### config.mk
export PLATFORM = sky130hd
export DESIGN_NAME = guard_timer
export DESIGN_NICKNAME = d
export VERILOG_FILES = /design/src/rtl/guard_timer_pkg.sv /design/src/rtl/guard_regs.sv /design/src/rtl/guard_counter.sv /design/src/rtl/guard_irq.sv /design/src/rtl/guard_timer.sv
export SDC_FILE = /design/constraint.sdc
export NUM_CORES = 1
export LEC_CHECK = 0
export CORE_MARGIN = 1.5
export CORE_UTILIZATION = 44
export DETAILED_ROUTE_END_ITERATION = 8
export DONT_BUFFER_PORTS = 1
export HOLD_SLACK_MARGIN = 0.02
export SETUP_SLACK_MARGIN = 0.02
export SYNTH_ARGS = -nofsm -noshare
export SYNTH_HDL_FRONTEND = slang
export SYNTH_SLANG_ARGS = --single-unit
### constraint.sdc
create_clock -name clk -period 6.3 [get_ports clk]
set_input_delay 1.26 -clock clk [delete_from_list [all_inputs] [get_ports clk]]
set_output_delay 1.26 -clock clk [all_outputs]
set_load 0.05 [all_outputs]
### src/rtl/guard_timer_pkg.sv
package guard_timer_pkg;

    localparam int unsigned REG_W  = 32;
    localparam int unsigned ADDR_W = 2;

    localparam logic [ADDR_W-1:0] IDX_LOAD  = 2'd0;
    localparam logic [ADDR_W-1:0] IDX_COUNT = 2'd1;
    localparam logic [ADDR_W-1:0] IDX_CTRL  = 2'd2;
    localparam logic [ADDR_W-1:0] IDX_CLEAR = 2'd3;

    localparam int unsigned BIT_EN    = 0;
    localparam int unsigned BIT_RSTEN = 1;
    localparam int unsigned BIT_PULSE = 2;

    typedef struct packed {
        logic pulse;
        logic rst_en;
        logic en;
    } ctrl_t;

    localparam ctrl_t CTRL_RST = '{pulse: 1'b0, rst_en: 1'b0, en: 1'b0};

endpackage

### src/rtl/guard_regs.sv
module guard_regs
    import guard_timer_pkg::*;
#(
    parameter int unsigned CNT_W = 32
) (
    input  logic              clk,
    input  logic              rst_n,
    input  logic              soft_rst,
    input  logic              bus_wr,
    input  logic [ADDR_W-1:0] bus_addr,
    input  logic [REG_W-1:0]  bus_wdata,
    input  logic [CNT_W-1:0]  count,
    output ctrl_t             ctrl,
    output logic [CNT_W-1:0]  load_val,
    output logic [CNT_W-1:0]  load_new,
    output logic              load_wr,
    output logic              clear_wr,
    output logic [REG_W-1:0]  bus_rdata
);

    typedef struct packed {
        ctrl_t            ctrl;
        logic [CNT_W-1:0] load;
    } regs_t;

    localparam regs_t REGS_RST = '{ctrl: CTRL_RST, load: '1};

    regs_t regs_d, regs_q;
    logic  ctrl_wr;

    always_comb begin
        regs_d   = regs_q;
        load_wr  = bus_wr && (bus_addr == IDX_LOAD);
        ctrl_wr  = bus_wr && (bus_addr == IDX_CTRL);
        clear_wr = bus_wr && (bus_addr == IDX_CLEAR);
        if (load_wr) begin
            regs_d.load = bus_wdata[CNT_W-1:0];
        end
        if (ctrl_wr) begin
            // enable is set-only: it can be raised by a write but never dropped
            regs_d.ctrl.en     = regs_q.ctrl.en | bus_wdata[BIT_EN];
            regs_d.ctrl.rst_en = bus_wdata[BIT_RSTEN];
            regs_d.ctrl.pulse  = bus_wdata[BIT_PULSE];
        end
        if (soft_rst) begin
            regs_d = REGS_RST;
        end
    end

    always_ff @(posedge clk or negedge rst_n) begin
        if (!rst_n) begin
            regs_q <= REGS_RST;
        end else begin
            regs_q <= regs_d;
        end
    end

    always_comb begin
        bus_rdata = '0;
        case (bus_addr)
            IDX_LOAD:  bus_rdata[CNT_W-1:0] = regs_q.load;
            IDX_COUNT: bus_rdata[CNT_W-1:0] = count;
            IDX_CTRL: begin
                bus_rdata[BIT_EN]    = regs_q.ctrl.en;
                bus_rdata[BIT_RSTEN] = regs_q.ctrl.rst_en;
                bus_rdata[BIT_PULSE] = regs_q.ctrl.pulse;
            end
            default:   bus_rdata = '0;
        endcase
    end

    assign ctrl     = regs_q.ctrl;
    assign load_val = regs_q.load;
    assign load_new = bus_wdata[CNT_W-1:0];

endmodule

### src/rtl/guard_counter.sv
module guard_counter #(
    parameter int unsigned CNT_W = 32
) (
    input  logic             clk,
    input  logic             rst_n,
    input  logic             soft_rst,
    input  logic             run,
    input  logic [CNT_W-1:0] load_val,
    input  logic [CNT_W-1:0] load_new,
    input  logic             load_wr,
    input  logic             clear_wr,
    output logic [CNT_W-1:0] count,
    output logic             expire
);

    typedef struct packed {
        logic [CNT_W-1:0] cnt;
    } cnt_state_t;

    localparam cnt_state_t CNT_RST = '{cnt: '1};

    cnt_state_t cnt_d, cnt_q;

    always_comb begin
        cnt_d  = cnt_q;
        expire = run && (cnt_q.cnt == '0);
        if (load_wr) begin
            cnt_d.cnt = load_new;
        end else if (clear_wr || expire) begin
            cnt_d.cnt = load_val;
        end else if (run) begin
            cnt_d.cnt = cnt_q.cnt - 1'b1;
        end
        if (soft_rst) begin
            cnt_d = CNT_RST;
        end
    end

    always_ff @(posedge clk or negedge rst_n) begin
        if (!rst_n) begin
            cnt_q <= CNT_RST;
        end else begin
            cnt_q <= cnt_d;
        end
    end

    assign count = cnt_q.cnt;

endmodule

### src/rtl/guard_irq.sv
module guard_irq (
    input  logic clk,
    input  logic rst_n,
    input  logic soft_rst,
    input  logic expire,
    input  logic clear_wr,
    input  logic rst_en,
    input  logic pulse_mode,
    output logic irq,
    output logic rst_req
);

    typedef struct packed {
        logic status;
        logic pulse;
        logic rst_req;
    } irq_state_t;

    localparam irq_state_t IRQ_RST = '{status: 1'b0, pulse: 1'b0, rst_req: 1'b0};

    irq_state_t st_d, st_q;

    always_comb begin
        st_d       = st_q;
        st_d.pulse = 1'b0;
        if (clear_wr) begin
            st_d.status = 1'b0;
        end else if (expire) begin
            if (!st_q.status) begin
                st_d.status = 1'b1;
                st_d.pulse  = 1'b1;
            end else if (rst_en) begin
                st_d.rst_req = 1'b1;
            end
        end
        if (soft_rst) begin
            st_d = IRQ_RST;
        end
    end

    always_ff @(posedge clk or negedge rst_n) begin
        if (!rst_n) begin
            st_q <= IRQ_RST;
        end else begin
            st_q <= st_d;
        end
    end

    assign irq     = pulse_mode ? st_q.pulse : st_q.status;
    assign rst_req = st_q.rst_req;

endmodule

### src/rtl/guard_timer.sv
module guard_timer
    import guard_timer_pkg::*;
#(
    parameter int unsigned CNT_W = 32
) (
    input  logic              clk,
    input  logic              rst_n,
    input  logic              soft_rst,
    input  logic              bus_wr,
    input  logic [ADDR_W-1:0] bus_addr,
    input  logic [REG_W-1:0]  bus_wdata,
    output logic [REG_W-1:0]  bus_rdata,
    output logic              irq,
    output logic              rst_req
);

    ctrl_t            ctrl;
    logic [CNT_W-1:0] load_val;
    logic [CNT_W-1:0] load_new;
    logic             load_wr;
    logic             clear_wr;
    logic [CNT_W-1:0] count;
    logic             expire;
    logic             run_en;
    logic             rst_en;
    logic             pulse_mode;

    assign run_en     = ctrl.en;
    assign rst_en     = ctrl.rst_en;
    assign pulse_mode = ctrl.pulse;

    guard_regs #(.CNT_W(CNT_W)) u_regs (
        .clk       (clk),
        .rst_n     (rst_n),
        .soft_rst  (soft_rst),
        .bus_wr    (bus_wr),
        .bus_addr  (bus_addr),
        .bus_wdata (bus_wdata),
        .count     (count),
        .ctrl      (ctrl),
        .load_val  (load_val),
        .load_new  (load_new),
        .load_wr   (load_wr),
        .clear_wr  (clear_wr),
        .bus_rdata (bus_rdata)
    );

    guard_counter #(.CNT_W(CNT_W)) u_counter (
        .clk      (clk),
        .rst_n    (rst_n),
        .soft_rst (soft_rst),
        .run      (run_en),
        .load_val (load_val),
        .load_new (load_new),
        .load_wr  (load_wr),
        .clear_wr (clear_wr),
        .count    (count),
        .expire   (expire)
    );

    guard_irq u_irq (
        .clk        (clk),
        .rst_n      (rst_n),
        .soft_rst   (soft_rst),
        .expire     (expire),
        .clear_wr   (clear_wr),
        .rst_en     (rst_en),
        .pulse_mode (pulse_mode),
        .irq        (irq),
        .rst_req    (rst_req)
    );

endmodule

==> results.json, run 1 <==
{
  "outcome": "finished clean",
  "globalplace.congestion": 0.9052,
  "hold_buffers": 0,
  "layout_commonest_cell": "nand2_1",
  "drv_cap": 0,
  "synth_area_leader_cell": "dfstp_2",
  "drt-pass1-iter-count": 4,
  "die_area_um2": 10730,
  "skew_ps": 13.06,
  "worstPathArrival_ps": 3880,
  "coreArea_um2": 9774,
  "critPathSlowestCell": "nor2_1",
  "yosys_warnings": 0,
  "avgSynthCellArea_um2": 8.496,
  "crit_path_end_kind": "flip-flop",
  "die_y_um": 103.6,
  "fmax_ghz": 0.2772,
  "finalHoldViolCount": 0,
  "num_vias": 3880,
  "worstSkewPairLatency_ps": 350,
  "critical_path_required_ps": 6570,
  "ant_nets": 0,
  "use_met2_pct": 41.10,
  "setup_violations": 0,
  "worst_slew_pin_slew_ps": 1072,
  "cts_resized": 0,
  "cts.reportedPaths.clkPinSlew_ps": 70,
  "io_pins": 72,
  "syn_inst": 524,
  "maxSlewHeadroom_pct": 28.24,
  "area_growth_pct": 5.228,
  "critPathTopFamily": "simple AND/OR/NAND/NOR gates",
  "clock-sinks": 70,
  "cts_setup_buffers": 0,
  "globalRouteTotalUtil_pct": 24.93,
  "min_period_over_period_pct": 57.27,
  "grt_pass1_wl_um": 21400,
  "async_reset_ff_share_pct": 100.0,
  "path_class": "reg2reg",
  "drcViolationCount": 0,
  "critPathMaxStageDelay_ps": 870,
  "crit_buf_inv": 2,
  "cts_tree": "built",
  "cts-htree-levels": 3,
  "period_minus_slack_ps": 3608,
  "routed_wl_um": 12780,
  "drive_above_1_share_pct": 19.88,
  "grt_max_degree": 71,
  "p_leak_uw": 0.001889,
  "final_nets": 538,
  "seq_area_frac_synth_pct": 41.15,
  "synth_flop_cell": "dfstp_2",
  "yosysUniqueCellTypes": 55,
  "pre_cts_slack_ps": 2513,
  "dp_cells": 621,
  "power.total_uw": 1087,
  "diodes": 0,
  "met3_usage_pct": 4.657,
  "num_rows": 36,
  "route.detailed.wl_per_inst_um": 20.10,
  "min_path_type": "reg2reg",
  "grt_busiest_layer": "met2",
  "root_buffer": "clkbuf_8",
  "cp_max_fo": 12,
  "io_buffers": 0,
  "yosysTopAreaCellShare_pct": 37.77,
  "crit_chain": "inv_1 > ha_1 > nand2b_1 > nor4_1 > and4_1 > nor2_1 > buf_4 > mux2_2 > a221o_1",
  "antenna_found_initial": 0,
  "drv_slew": 0,
  "hpwlAfterDp_um": 8423,
  "setup_tns_ps": 0,
  "p_per_area_nw_per_um2": 232.0,
  "netlist_area_um2": 4452,
  "use_met1_pct": 32.89,
  "grt_pass1_vias": 4048,
  "start_util_pct": 45.55,
  "synth_nets": 563,
  "postLayoutSetupSlackWorst_ps": 2692,
  "synth-edff-count": 0,
  "whs_ps": 465.6,
  "rsz0062_at_grt": "false",
  "ir_worst_vdd_v": 0.0001042,
  "overflow": 0,
  "die_w_um": 103.6,
  "finalNonFillerCells": 636,
  "startpoint_type": "flip-flop",
  "clk_path_buf_depth": 2,
  "viasPerCell": 6.101,
  "cts_buffers": 9,
  "final_cell_mix": "74 x nand2_1, 65 x nor2_1, 64 x dfstp_2",
  "ys_ff_latch": 70,
  "drt_iter0_markers": 173,
  "synthTopCellsByArea": "dfstp_2 38%, mux2i_1 7.9%, nand2_1 6.2%, nor2_1 5.5%, a21oi_1 4.6%"
}
## worst reg2reg max path, delay by kind of cell, from the launching register on
| family | cells | cell delay [ps] |
|---|---|---|
| compound gates | 1 | 290 |
| buf+inv | 2 | 430 |
| fa+ha+maj | 1 | 230 |
| simple gates | 4 | 1670 |
| flops | 1 | 560 |
| mux | 1 | 360 |
## final timing paths
check | from | endpoint | slack (ps) | depth (start not counted)
min in group asynchronous | rst_n | u_irq.rst_req$_DFFE_PN0P_ | 600 | 0
max reg2reg | u_counter.count[0]$_DFFE_PN1P_ | u_counter.count[18]$_DFFE_PN1P_ | 2690 | 9
min | u_regs.load_val[6]$_DFFE_PN1P_ | u_regs.load_val[6]$_DFFE_PN1P_ | 470 | 2
max | u_counter.count[0]$_DFFE_PN1P_ | u_counter.count[18]$_DFFE_PN1P_ | 2690 | 9
min reg2reg | u_regs.load_val[6]$_DFFE_PN1P_ | u_regs.load_val[6]$_DFFE_PN1P_ | 470 | 2
max in group asynchronous | rst_n | u_counter.count[26]$_DFFE_PN1P_ | 5490 | 0
## routing by layer
layer	up-vias	share of wire (%)
met2	100	48
li1	1842	-
met3	15	5.1
met4	0	1.3
met5	-	0
met1	1923	45
## stage by stage
| stage | area, um2 | util [%] |
|---|---|---|
| finish | 4684 | 47.93 |
| global route | 4684 | 47.93 |
| CTS | 4684 | 47.93 |
| detailed placement | 4507 | 46.11 |
| global placement | 4507 | 46.11 |
| floorplan | 4452 | - |
## power by group
group	internal, uW	switching, uW	leakage [uW]	total (uW)
logic	60.9	141	0.00104	202
registers	503	40.1	0.000758	543
clock network	173	169	0.0000926	342
total	737	350	0.00189	1090
## cell families (layout without fill, tap and decap cells)
| kind of cell | after synthesis | count (layout) | share of synthesized area (%) |
|---|---|---|---|
| compound gates | 130 | 130 | 18.83 |
| xor+xnor | 16 | 16 | 3.148 |
| fa+ha+maj | 1 | 1 | 0.2810 |
| buf+inv | 47 | 26 | 4.131 |
| flops | 70 | 70 | 41.15 |
| mux | 38 | 38 | 8.628 |
| simple gates | 222 | 222 | 23.83 |
## Yosys cell counts, types with 4 or more instances
cell	n
a211o_1	4
nor3_1	14
o21ai_0	20
mux2i_1	35
xor2_1	4
nor2_1	65
o211ai_1	7
dfstp_2	64
a21oi_1	41
nand3_1	19
nor4_1	12
dfrtp_1	6
a221oi_1	4
clkbuf_1	28
or4_1	5
inv_1	4
a21o_1	14
buf_2	6
or3_1	6
nand4_1	4
buf_1	9
xnor2_1	12
nand2_1	74
a31oi_1	16
## registers in the layout, summed over array words and instances, names as in the netlist
signal / cells
u_counter.count: 32
u_irq.st_q: 2
u_irq.rst_req: 1
u_regs.load_val: 32
u_regs.ctrl: 3
## final cells by class
type	count	area [um2]
repair buffers	7	52.55
clock buffers	14	172.7
clock inverters	1	5.005
multi-input cells	407	2441
inverters	4	15.01
fillers	967	5090
flip-flops and latches	70	1832
well taps	133	166.4
Note: power is estimated with default switching activity, not from simulation.
==> run 2, diff against run 1 <==
==> constraint.sdc (replaced) <==
create_clock -name clk -period 2.9 [get_ports clk]
set_input_delay 0.58 -clock clk [delete_from_list [all_inputs] [get_ports clk]]
set_output_delay 0.58 -clock clk [all_outputs]
set_load 0.05 [all_outputs]
==> run 2 against run 1 <==
Against the previous run: sequential power grew 120%; count of clock-buffer cells in the layout decreased by 3; global-route usage is 0.31 points higher; die area unchanged; setup slack worse by 2300 ps; via count is 5.8% higher; clock power up 100%; clock skew grew 1.0 ps.
==> results.json, run 2 (synthesis results as in run 1) <==
{
  "grt_pass1_wl_um": 21900,
  "ant_nets": 0,
  "worst_slew_pin_slew_ps": 897.1,
  "globalplace.congestion": 0.9301,
  "setup_tns_ps": 0,
  "num_rows": 36,
  "dpl_cell_area_um2": 4857,
  "comb_power_share_pct": 21.5,
  "route.detailed.wl_per_inst_um": 19.32,
  "reg2reg_slack_ps": 350,
  "r2r-start": "u_counter.count[15]$_DFFE_PN1P_",
  "worstPathArrival_ps": 2820,
  "fmax_ghz": 0.3922,
  "swShare_pct": 33.32,
  "critical_path_required_ps": 3170,
  "root_buffer": "clkbuf_8",
  "antenna_found_initial": 0,
  "hpwlAfterDp_um": 9003,
  "pwr-share-clk_pct": 28.9,
  "cts_setup_buffers": 0,
  "min_path_type": "in2async",
  "drt_iter0_markers": 235,
  "diodes": 0,
  "cts-htree-levels": 3,
  "die_area_um2": 10730,
  "dp_cells": 666,
  "final_cell_area_um2": 5026,
  "min_period_over_period_pct": 87.92,
  "clk_path_buf_depth": 2,
  "cts_buffers": 9,
  "seqCellArea_um2": 1832,
  "clock-sinks": 70,
  "final_cell_mix": "74 x nand2_1, 65 x nor2_1, 64 x dfstp_2",
  "grt_max_degree": 66,
  "start_util_pct": 45.55,
  "timing.rr.end": "u_counter.count[27]$_DFFE_PN1P_",
  "finalNonFillerCells": 683,
  "io_buffers": 0,
  "layout_commonest_cell": "nand2_1",
  "drt-pass1-iter-count": 5,
  "multi_input_area_um2": 2441,
  "crit_path_end_kind": "flip-flop",
  "critPathSlowestCell": "or4_4",
  "switchingPower_uw": 794.4,
  "setup_violations": 0,
  "p_leak_uw": 0.002107,
  "critPathTopFamily": "simple AND/OR/NAND/NOR gates",
  "num_vias": 4104,
  "finalHoldViolCount": 0,
  "power.internal_uw": 1590,
  "cp_max_fo": 7,
  "power.total_uw": 2384,
  "path_class": "reg2reg",
  "die_w_um": 103.6,
  "drive_above_1_share_pct": 26.55,
  "p_per_area_nw_per_um2": 474.4,
  "coreArea_um2": 9774,
  "routed_wl_um": 13190,
  "drv_cap": 0,
  "viasPerCell": 6.009,
  "io_pins": 72,
  "die_y_um": 103.6,
  "area_growth_pct": 12.90,
  "critPathMaxStageDelay_ps": 490,
  "maxSlewHeadroom_pct": 39.73,
  "cts.reportedPaths.clkPinSlew_ps": 80,
  "cts_tree": "built",
  "drcViolationCount": 0,
  "power_frac_seq_pct": 49.7,
  "globalRouteTotalUtil_pct": 25.24,
  "skew_ps": 14.06,
  "rsz0062_at_grt": "false",
  "crit_chain": "or3_1 > or3_4 > or4_4 > or4_4 > o211ai_2 > a21oi_2",
  "worstSkewPairLatency_ps": 350,
  "crit_buf_inv": 0,
  "final_nets": 584,
  "drv_slew": 0,
  "ir_worst_vdd_v": 0.0001981,
  "r2r_cells": 6,
  "overflow": 0,
  "path_common_cell": "or4_4",
  "period_minus_slack_ps": 2550,
  "n_fill_cell": 954,
  "grt_pass1_vias": 4014,
  "startpoint_type": "flip-flop",
  "outcome": "finished clean"
}
-- run 2: changes by cell type in the layout (fill, tap and decap cells not counted), sizes merged --
cell	delta
buf	+45
clkbuf	-3
clkinv	+3
clkinvlp	+1
dlygate4sd3	+1
-- run 2: metrics by stage --
stage	setup slack (ps)	utilization (%)	hold WS (ps)
floorplan	109.6	-	284.4
global placement	407.6	49.69	289.3
detailed placement	372.7	49.69	289.2
CTS	366.6	51.42	58.12
global route	196.4	51.42	52.67
finish	350.4	51.42	67.04
-- run 2: layer usage --
metal | global-route usage, % | part of all wire [%] | vias up
met1 | 35.23 | 46 | 2013
met5 | 0 | 0 | -
li1 | - | - | 1935
met2 | 40.71 | 47 | 133
met3 | 3.587 | 5.4 | 23
met4 | 7.837 | 1.9 | 0
-- run 2: cell type report --
type | count | share of cell area [%]
Clock buffer | 11 | 2.614
Clock inverter | 5 | 0.5477
Inverter | 4 | 0.2987
Multi-Input combinational cell | 407 | 48.57
Sequential cell | 70 | 36.45
Tap cell | 133 | 3.311
Timing Repair Buffer | 53 | 8.215
-- run 2: worst max path at each step --
stage,startpoint,to,slack (ps),depth (start not counted)
finish,u_counter.count[15]$_DFFE_PN1P_,u_counter.count[27]$_DFFE_PN1P_,350,6
global route,u_counter.count[0]$_DFFE_PN1P_,u_counter.count[18]$_DFFE_PN1P_,200,8
CTS,u_counter.count[15]$_DFFE_PN1P_,u_counter.count[27]$_DFFE_PN1P_,370,6
detailed placement,u_counter.count[15]$_DFFE_PN1P_,u_counter.count[27]$_DFFE_PN1P_,370,6
global placement,u_counter.count[15]$_DFFE_PN1P_,u_counter.count[27]$_DFFE_PN1P_,410,6
floorplan,bus_addr[0],bus_rdata[1],110,4
-- run 2: repair_timing --
item,in CTS,in global routing
resized for setup,0,0
endpoints found under the hold margin,6,0
hold buffers,1,0
-- run 2: power groups by stage --
stage | clock [uW] | combinational [uW] | sequential [uW]
after floorplan | 0 | 420 | 1150
after global placement | 0 | 504 | 1190
after detailed placement | 0 | 509 | 1200
after CTS | 693 | 514 | 1180
after global routing | 738 | 556 | 1200
final | 688 | 512 | 1180
-- run 2: worst register-to-register path: stages (launching register included) --
cell and delay (ps):
dfstp_2 410, or3_1 460, or3_4 460, or4_4 500, or4_4 490, o211ai_2 100
a21oi_2 70
==> run 3, diff against run 2 <==
--- a/config.mk
+++ b/config.mk
@@ -6,7 +6,7 @@
 export NUM_CORES = 1
 export LEC_CHECK = 0
 export CORE_MARGIN = 1.5
-export CORE_UTILIZATION = 44
+export CORE_UTILIZATION = 30
 export DETAILED_ROUTE_END_ITERATION = 8
 export DONT_BUFFER_PORTS = 1
 export HOLD_SLACK_MARGIN = 0.02
==> run 3 against run 2 <==
Against the previous run: critical path depth rose by 1; total power grew 17%; setup slack worse by 69 ps; critical path type unchanged; critical endpoint is now u_counter.count[31]$_DFFE_PN1P_; largest cell class unchanged; largest power group unchanged.
==> results.json, run 3 (synthesis results as in run 1) <==
{
  "clk_path_buf_depth": 2,
  "outcome": "finished clean",
  "finalHoldViolCount": 0,
  "critPathTopFamily": "simple AND/OR/NAND/NOR gates",
  "die_y_um": 124.8,
  "crit_chain": "or3_1 > nor4_1 > and4_1 > nor2_1 > buf_4 > a211o_1 > a31oi_1",
  "fmax_ghz": 0.3819,
  "rsz0062_at_grt": "false",
  "p_leak_uw": 0.002170,
  "grt_pass1_vias": 4255,
  "crit_path_end_kind": "flip-flop",
  "globalplace.congestion": 0.8845,
  "drcViolationCount": 0,
  "cts_resized": 0,
  "hold_buffers": 1,
  "root_buffer": "clkbuf_16",
  "die_w_um": 124.8,
  "finalNonFillerCells": 735,
  "path_class": "reg2reg",
  "skew_ps": 8.273,
  "final_cell_mix": "74 x nand2_1, 65 x nor2_1, 64 x dfstp_2",
  "dp_cells": 719,
  "antenna_found_initial": 0,
  "maxSlewHeadroom_pct": 65.82,
  "cts_setup_buffers": 0,
  "min_path_type": "in2async",
  "io_buffers": 0,
  "drive_above_1_share_pct": 26.50,
  "setup_violations": 0,
  "worst_slew_pin_slew_ps": 512.7,
  "setup_tns_ps": 0,
  "worstPathArrival_ps": 2880,
  "period_minus_slack_ps": 2618,
  "cp_max_fo": 12,
  "route.detailed.wl_per_inst_um": 18.61,
  "ant_nets": 0,
  "p_per_area_nw_per_um2": 535.7,
  "grt_max_degree": 66,
  "die_area_um2": 15580,
  "worstSkewPairLatency_ps": 340,
  "cts_tree": "built",
  "area_growth_pct": 17.43,
  "drv_cap": 0,
  "critical_path_required_ps": 3170,
  "viasPerCell": 5.601,
  "final_nets": 586,
  "drt_iter0_markers": 289,
  "min_period_over_period_pct": 90.29,
  "drt-pass1-iter-count": 5,
  "clock-sinks": 70,
  "grt_pass1_wl_um": 22260,
  "globalRouteTotalUtil_pct": 17.72,
  "overflow": 0,
  "diodes": 0,
  "hpwlAfterDp_um": 9808,
  "crit_buf_inv": 1,
  "cts-htree-levels": 3,
  "startpoint_type": "flip-flop",
  "drv_slew": 0,
  "coreArea_um2": 14530,
  "cts.reportedPaths.clkPinSlew_ps": 50,
  "start_util_pct": 30.63,
  "ir_worst_vdd_v": 0.0002078,
  "critPathSlowestCell": "or3_1",
  "num_vias": 4117,
  "layout_commonest_cell": "nand2_1",
  "cts_buffers": 9,
  "routed_wl_um": 13680,
  "io_pins": 72,
  "critPathMaxStageDelay_ps": 460,
  "num_rows": 44
}
[run 3: cell count changes in the layout (fill, tap and decap cells not counted), moves of 3 or more]
cell       delta
buf_4         +3
clkbuf_16     +9
clkbuf_8      -7
clkinv_2      -4
[run 3: worst paths after layout]
path / endpoint / slack [ps] / from / cells past startpoint
min in group clk: u_regs.ctrl[2]$_DFFE_PN0P_ / 310 / soft_rst / 1
worst min register to register: u_regs.load_val[6]$_DFFE_PN1P_ / 460 / u_regs.load_val[6]$_DFFE_PN1P_ / 2
max in group asynchronous: u_regs.ctrl[1]$_DFFE_PN0P_ / 2040 / rst_n / 1
worst max register to register: u_counter.count[31]$_DFFE_PN1P_ / 280 / u_counter.count[15]$_DFFE_PN1P_ / 7
worst max-delay path: u_counter.count[31]$_DFFE_PN1P_ / 280 / u_counter.count[15]$_DFFE_PN1P_ / 7
worst min-delay path: u_counter.count[6]$_DFFE_PN1P_ / 80 / rst_n / 0
[run 3: area by class of cell]
type,instances,area (um2)
tap,184,230.2
multi-input combinational,407,2441
sequential,70,1832
timing repair buffer,55,415.4
inverter,4,15.01
clock buffer,14,264.0
clock inverter,1,30.03
fill,1521,9306
[run 3: stage by stage]
step	hold slack (ps)	utilization (%)	power, uW	setup WS [ps]	cell area (um2)
finish	83.21	35.97	2800	281.7	5228
global route	73.10	35.97	2918	107.8	5228
global placement	289.3	33.88	1702	415.5	4923
detailed placement	290.5	33.88	1713	357.4	4923
floorplan	284.4	-	1573	109.6	4452
CTS	75.15	35.97	2830	334.9	5228
[run 3: where the power goes]
part,internal (uW),leakage [uW],switching (uW)
sequential,1090,0.000758,91.7
clock,708,0.000143,389
combinational,193,0.00127,324
[run 3: metal layers]
metal	track usage, %	share of wire [%]	vias up
met5	0	0	-
met4	7.086	2.4	0
met3	4.725	6.1	33
met2	28.96	46	137
met1	22.23	45	2003
li1	-	-	1944
